$ cat src/rtl/pm_agu_pkg.sv
package pm_agu_pkg;
  typedef enum logic {
    AMODE_IMM = 1'b0,
    AMODE_IDX = 1'b1
  } amode_e;
endpackage

$ cat src/rtl/pm_agu_sum.sv
module pm_agu_sum
  import pm_agu_pkg::*;
#(
  parameter int DW    = 64,
  parameter int IMM_W = 12
) (
  input  logic             amode_i,
  input  logic [DW-1:0]    rs1_i,
  input  logic [IMM_W-1:0] imm_i,
  input  logic [DW-1:0]    idx_i,
  output logic [DW-1:0]    sum_o
);
  localparam int EXT_W = DW - IMM_W;

  logic [DW-1:0] imm_sx;
  logic [DW-1:0] offs;

  assign imm_sx = {{EXT_W{imm_i[IMM_W-1]}}, imm_i};

  always_comb begin
    unique case (amode_e'(amode_i))
      AMODE_IDX: offs = idx_i;
      default:   offs = imm_sx;
    endcase
  end

  assign sum_o = rs1_i + offs;
endmodule

$ cat src/rtl/pm_agu_shape.sv
module pm_agu_shape #(
  parameter int DW       = 64,
  parameter int NARROW_W = 32
) (
  input  logic [DW-1:0] sum_i,
  input  logic          narrow_i,
  input  logic          mask_en_i,
  input  logic [DW-1:0] mask_i,
  input  logic          base_en_i,
  input  logic [DW-1:0] base_i,
  output logic [DW-1:0] addr_o
);
  logic [DW-1:0] ext;
  logic [DW-1:0] masked;

  // fixed order: extend, clear, OR
  generate
    if (NARROW_W < DW) begin : g_ext
      localparam int HI_W = DW - NARROW_W;
      assign ext = narrow_i ? {{HI_W{1'b0}}, sum_i[NARROW_W-1:0]} : sum_i;
    end else begin : g_noext
      assign ext = sum_i;
    end
  endgenerate

  assign masked = mask_en_i ? (ext & ~mask_i) : ext;
  assign addr_o = base_en_i ? (masked | base_i) : masked;
endmodule

$ cat src/rtl/pm_agu_eff.sv
module pm_agu_eff #(
  parameter int DW       = 64,
  parameter int NARROW_W = 32
) (
  input  logic          clk_i,
  input  logic          rst_ni,
  input  logic          csr_wr_i,
  input  logic          xl_change_i,
  input  logic          narrow_i,
  input  logic [DW-1:0] raw_mask_i,
  input  logic [DW-1:0] raw_base_i,
  input  logic          mask_en_i,
  input  logic          base_en_i,
  output logic [DW-1:0] eff_mask_o,
  output logic [DW-1:0] eff_base_o,
  output logic          mask_en_o,
  output logic          base_en_o
);
  localparam logic [DW-1:0] KEEP_NARROW = DW'((DW+1)'(1) << NARROW_W) - DW'(1);

  logic [DW-1:0] raw_mask_q, raw_base_q;
  logic [DW-1:0] src_mask, src_base;

  function automatic logic [DW-1:0] fit(input logic [DW-1:0] v, input logic nar);
    return nar ? (v & KEEP_NARROW) : v;
  endfunction

  assign src_mask = csr_wr_i ? raw_mask_i : raw_mask_q;
  assign src_base = csr_wr_i ? raw_base_i : raw_base_q;

  always_ff @(posedge clk_i or negedge rst_ni) begin
    if (!rst_ni) begin
      raw_mask_q <= '0;
      raw_base_q <= '0;
      mask_en_o  <= 1'b0;
      base_en_o  <= 1'b0;
    end else if (csr_wr_i) begin
      raw_mask_q <= raw_mask_i;
      raw_base_q <= raw_base_i;
      mask_en_o  <= mask_en_i;
      base_en_o  <= base_en_i;
    end
  end

  always_ff @(posedge clk_i or negedge rst_ni) begin
    if (!rst_ni) begin
      eff_mask_o <= '0;
      eff_base_o <= '0;
    end else if (csr_wr_i || xl_change_i) begin
      eff_mask_o <= fit(src_mask, narrow_i);
      eff_base_o <= fit(src_base, narrow_i);
    end
  end
endmodule

$ cat src/rtl/pm_agu.sv
module pm_agu #(
  parameter int DW       = 64,
  parameter int NARROW_W = 32,
  parameter int IMM_W    = 12
) (
  input  logic             clk_i,
  input  logic             rst_ni,
  input  logic             req_valid_i,
  input  logic             amode_i,
  input  logic [DW-1:0]    rs1_i,
  input  logic [IMM_W-1:0] imm_i,
  input  logic [DW-1:0]    idx_i,
  input  logic             xl_narrow_i,
  input  logic             xl_change_i,
  input  logic             csr_wr_i,
  input  logic [DW-1:0]    raw_mask_i,
  input  logic [DW-1:0]    raw_base_i,
  input  logic             mask_en_i,
  input  logic             base_en_i,
  output logic             busy_o,
  output logic             addr_valid_o,
  output logic [DW-1:0]    addr_o
);
  logic [DW-1:0] sum;
  logic [DW-1:0] shaped;
  logic [DW-1:0] eff_mask, eff_base;
  logic          mask_en_q, base_en_q;
  logic [DW-1:0] addr_q;
  logic          valid_q;

  pm_agu_sum #(.DW(DW), .IMM_W(IMM_W)) i_sum (
    .amode_i (amode_i),
    .rs1_i   (rs1_i),
    .imm_i   (imm_i),
    .idx_i   (idx_i),
    .sum_o   (sum)
  );

  pm_agu_shape #(.DW(DW), .NARROW_W(NARROW_W)) i_shape (
    .sum_i     (sum),
    .narrow_i  (xl_narrow_i),
    .mask_en_i (mask_en_q),
    .mask_i    (eff_mask),
    .base_en_i (base_en_q),
    .base_i    (eff_base),
    .addr_o    (shaped)
  );

  pm_agu_eff #(.DW(DW), .NARROW_W(NARROW_W)) i_eff (
    .clk_i       (clk_i),
    .rst_ni      (rst_ni),
    .csr_wr_i    (csr_wr_i),
    .xl_change_i (xl_change_i),
    .narrow_i    (xl_narrow_i),
    .raw_mask_i  (raw_mask_i),
    .raw_base_i  (raw_base_i),
    .mask_en_i   (mask_en_i),
    .base_en_i   (base_en_i),
    .eff_mask_o  (eff_mask),
    .eff_base_o  (eff_base),
    .mask_en_o   (mask_en_q),
    .base_en_o   (base_en_q)
  );

  always_ff @(posedge clk_i or negedge rst_ni) begin
    if (!rst_ni) begin
      valid_q <= 1'b0;
      addr_q  <= '0;
    end else begin
      valid_q <= req_valid_i;
      if (req_valid_i) addr_q <= shaped;
    end
  end

  assign busy_o       = csr_wr_i | xl_change_i;
  assign addr_valid_o = valid_q;
  assign addr_o       = addr_q;
endmodule

$ cat config.mk
export PLATFORM = sky130hd
export DESIGN_NAME = pm_agu
export DESIGN_NICKNAME = d
export VERILOG_FILES = /design/src/rtl/pm_agu_pkg.sv /design/src/rtl/pm_agu_sum.sv /design/src/rtl/pm_agu_shape.sv /design/src/rtl/pm_agu_eff.sv /design/src/rtl/pm_agu.sv
export SDC_FILE = /design/constraint.sdc
export NUM_CORES = 1
export LEC_CHECK = 0
export ABC_AREA = 1
export BUFFER_PORTS_ARGS = -buffer_cell sky130_fd_sc_hd__buf_4
export CORE_MARGIN = 2
export CORE_UTILIZATION = 57
export CTS_CLUSTER_SIZE = 28
export DETAILED_ROUTE_END_ITERATION = 7
export PLACE_DENSITY = 0.81
export SKIP_LAST_GASP = 1
export SLEW_MARGIN = 0
export SYNTH_ARGS = -nofsm -noshare
export SYNTH_HDL_FRONTEND = slang
export SYNTH_HIERARCHICAL = 1
export SYNTH_SLANG_ARGS = --single-unit
$ cat constraint.sdc
create_clock -name clk_i -period 2.5 [get_ports clk_i]
set_input_delay 0.5 -clock clk_i [delete_from_list [all_inputs] [get_ports clk_i]]
set_output_delay 0.5 -clock clk_i [all_outputs]
set_load 0.1 [all_outputs]
==> flow_summary.json <==
{
  "outcome": "finished, violations left",
  "violations": "setup timing",
  "clkPwrFrac_pct": 24.7,
  "dr.pass1.iters": 8,
  "multiInputGateArea_um2": 11500,
  "setup.worst_path.start_class": "input port",
  "grt_overflow": 0,
  "min_period_ns": 2.52,
  "ys_types": 30,
  "core_area_um2": 34500,
  "cts.clk_slew.worst_paths_ns": 0.07,
  "path_class": "in -> reg",
  "routabilityCongestion": 0.971,
  "final_nets": 3908,
  "grt_usage_pct": 37.6,
  "synthArstFlopShare_pct": 100,
  "cts_max_path_buffers": 3,
  "p_per_area_nw_per_um2": 648,
  "power_frac_comb_pct": 39.6,
  "yosysSeqAreaShare_pct": 40.6,
  "worst_slack_ns": -0.0202,
  "p_int_w": 0.0104,
  "synth_seq_cells": 323,
  "path_max_fanout": 5,
  "synthFlopType": "dfrtp_1",
  "die_area_um2": 36500,
  "die_x_um": 191,
  "via_per_inst": 5.35,
  "worstMarginPinSlew_ns": 1.34,
  "regToRegStartpoint": "i_eff/mask_en_o$_DFFE_PN0P_",
  "grt_pass1_vias": 20200,
  "rsz0062_at_grt": "true",
  "wl_per_cell_um": 18.2,
  "cts_tree": "built",
  "detail-route-antenna-nets": 0,
  "pin_count": 343,
  "dp.final_hpwl_um": 51900,
  "drive_above_1_share_pct": 26.6,
  "drt-initial-drc-count": 1907,
  "numCtsBuffers": 29,
  "vias": 21600,
  "critPathLaunch": "amode_i",
  "grt_max_degree": 72,
  "p_leak_nw": 15.7,
  "synth_area_um2": 19900,
  "netSwitchingFraction_pct": 40.4,
  "maxCapViolCount": 0,
  "syn-num-nets": 3417,
  "antenna_found_initial": 1,
  "root_buffer": "clkbuf_16",
  "relSlewSlack_pct": 10.8,
  "htreeDepth": 1,
  "area_delta_synth_final_pct": 34.8,
  "end_kind": "register",
  "power.share.sequential_pct": 35.7,
  "postPlaceCellArea_um2": 24000,
  "hold_start": "base_en_i",
  "drc": 0,
  "slew_viol_final": 0,
  "antenna_cells": 0,
  "synth_cells": 3076,
  "total_power_w": 0.0174,
  "required_ns": 2.99,
  "setup_violations": 1,
  "clkSinkCount": 323,
  "wl_um": 73700,
  "nFillCells": 2471,
  "post-route-period-util_pct": 101,
  "skew_ns": 0.0122,
  "num_rows": 68,
  "initial_core_util_pct": 57.8,
  "seq_area_um2": 8090,
  "p_switching_w": 0.00702,
  "stdcell_area_um2": 26900,
  "port_buffers": 342,
  "yosysWarnings": 6,
  "ir_drop_mv": 0.929,
  "max_freq_mhz": 397,
  "cp_data_arrival_time_ns": 3.01,
  "hp-class": "in -> reg",
  "die_y_um": 191,
  "syn_area_per_cell_um2": 6.48,
  "finalHoldViolations": 0,
  "grt_pass1_wl_um": 107000,
  "synth-edff-count": 0,
  "clock_latency_ns": 0.55
}
flip-flops by register name (all words and copies together) (netlist names):
signal,cells
i_eff/raw_base_q,64
i_eff/eff_base_o,64
i_eff/mask_en_o,1
i_eff/eff_mask_o,64
addr_o,64
i_eff/base_en_o,1
addr_valid_o,1
i_eff/raw_mask_q,64
cell usage in the layout (no fill, tap or decap), drive strengths merged:
cell type and instances:
ha 63, dfrtp 323, clkbuf 48, nor3 14, xor2 31, a21oi 40, fa 1, nand3 90
xnor2 1, nand4 13, nand2 1948, buf 552, dlygate4sd3 1, nor2 122, nor4 2, or2 1
o21ai 2, inv 327, clkinv 5, o21bai 3
cell families (layout without fill, tap and decap cells):
kind of cell | count (synthesis) | count (layout) | share of synthesized area (%)
flip-flops | 323 | 323 | 40.6
AND/OR/NAND/NOR | 2190 | 2190 | 43.1
XOR/XNOR | 32 | 32 | 1.41
buffers and inverters | 422 | 933 | 9.65
AO/OA/AOI/OAI | 45 | 45 | 1.17
adder cells (fa/ha/maj) | 64 | 64 | 4.06
area by class of cell:
cell class	instances	share of cell area (%)
Sequential cell	323	30.1
Tap cell	455	2.12
Clock buffer	43	3.16
Timing Repair Buffer	558	16.9
Multi-Input combinational cell	2331	42.9
Clock inverter	8	0.200
Inverter	324	4.56
per-layer routing:
metal	vias to the layer above	part of all wire, %	track usage, %
met5	-	0.015	0
met4	2	3.4	11.0
met3	194	9.5	5.97
met2	1096	46	58.8
met1	10200	41	53.9
li1	10100	-	-
stage by stage:
stage / std cells / worst slack, ns / setup TNS, ns / utilization [%] / hold WS [ns]
6_report: 4042 / -0.0202 / -0.0202 / 77.9 / 0.168
5_1_grt: 4042 / -0.0961 / -1.76 / 77.9 / 0.180
4_1_cts: 4025 / -0.0542 / -0.244 / 72.6 / 0.163
3_3_place_gp: 3973 / -0.628 / -23.01 / 69.7 / 0.452
2_1_floorplan: 3076 / 0.00331 / 0 / - / 0.204
3_5_place_dp: 3973 / -0.693 / -25.66 / 69.7 / 0.456
synthesized netlist by cell type, types with 2 or more instances:
cell,n,area (µm²)
clkbuf_8,6,82.6
nor4_2,2,25.0
nor3_2,2,20.0
nor2_4,2,22.5
ha_1,63,788
clkbuf_1,10,37.5
nand2_1,1916,7190
buf_1,3,11.3
buf_4,18,135
nand3_1,81,405
inv_2,2,7.51
nand4_1,13,81.3
nand2_2,32,200
buf_2,40,200
o21ai_0,2,10.0
inv_1,321,1200
nand3_2,9,90.1
a21oi_1,40,200
o21bai_1,3,22.5
nor2_2,9,56.3
nor3_1,12,60.1
dfrtp_1,323,8080
buf_6,21,236
xor2_1,31,272
nor2_1,110,413
power by group through the flow:
stage / sequential [W] / clock, W / combinational, W
3_5_place_dp: 0.00627 / 0 / 0.00606
5_1_grt: 0.00625 / 0.00451 / 0.00733
2_1_floorplan: 0.00762 / 0 / 0.00235
3_3_place_gp: 0.00625 / 0 / 0.00599
4_1_cts: 0.00619 / 0.00431 / 0.00616
6_report: 0.00621 / 0.00430 / 0.00690
final timing paths:
kind / to / slack [ns] / cells after the start
max: addr_o[34]$_DFFE_PN0P_ / -0.02 / 23
min: i_eff/base_en_o$_DFFE_PN0P_ / 0.17 / 3
max reg2reg: addr_o[3]$_DFFE_PN0P_ / 0.77 / 6
min reg2reg: i_eff/raw_mask_q[40]$_DFF_PN0_ / 0.47 / 2
max in group asynchronous: i_eff/mask_en_o$_DFFE_PN0P_ / 1.14 / 3
min in group asynchronous: addr_o[17]$_DFFE_PN0P_ / 0.52 / 2
critical path, cell delays in order:
cell       delay (ns)
buf_12           0.11
inv_6            0.04
nand2_8          0.10
clkbuf_16        0.15
nand2_1          0.06
ha_1             0.31
buf_4            0.19
nand2_1          0.11
nand2_2          0.09
inv_1            0.06
nand2_1          0.07
inv_1            0.10
nand2_2          0.07
buf_4            0.13
inv_1            0.08
nand2_2          0.08
nand2_1          0.10
nand4_1          0.09
nand2_1          0.11
nand3_1          0.13
nand2_1          0.12
nand2_1          0.08
nand2_1          0.12
what timing repair did:
item,4_1_cts,5_1_grt
setup endpoints to repair,15,50
endpoints found under the hold margin,64,0
buffers inserted,0,10
hold buffers,1,0
pin swaps,0,102
gates resized for setup,14,371
gates cloned,0,8
Power figures use the tool's default switching activity.
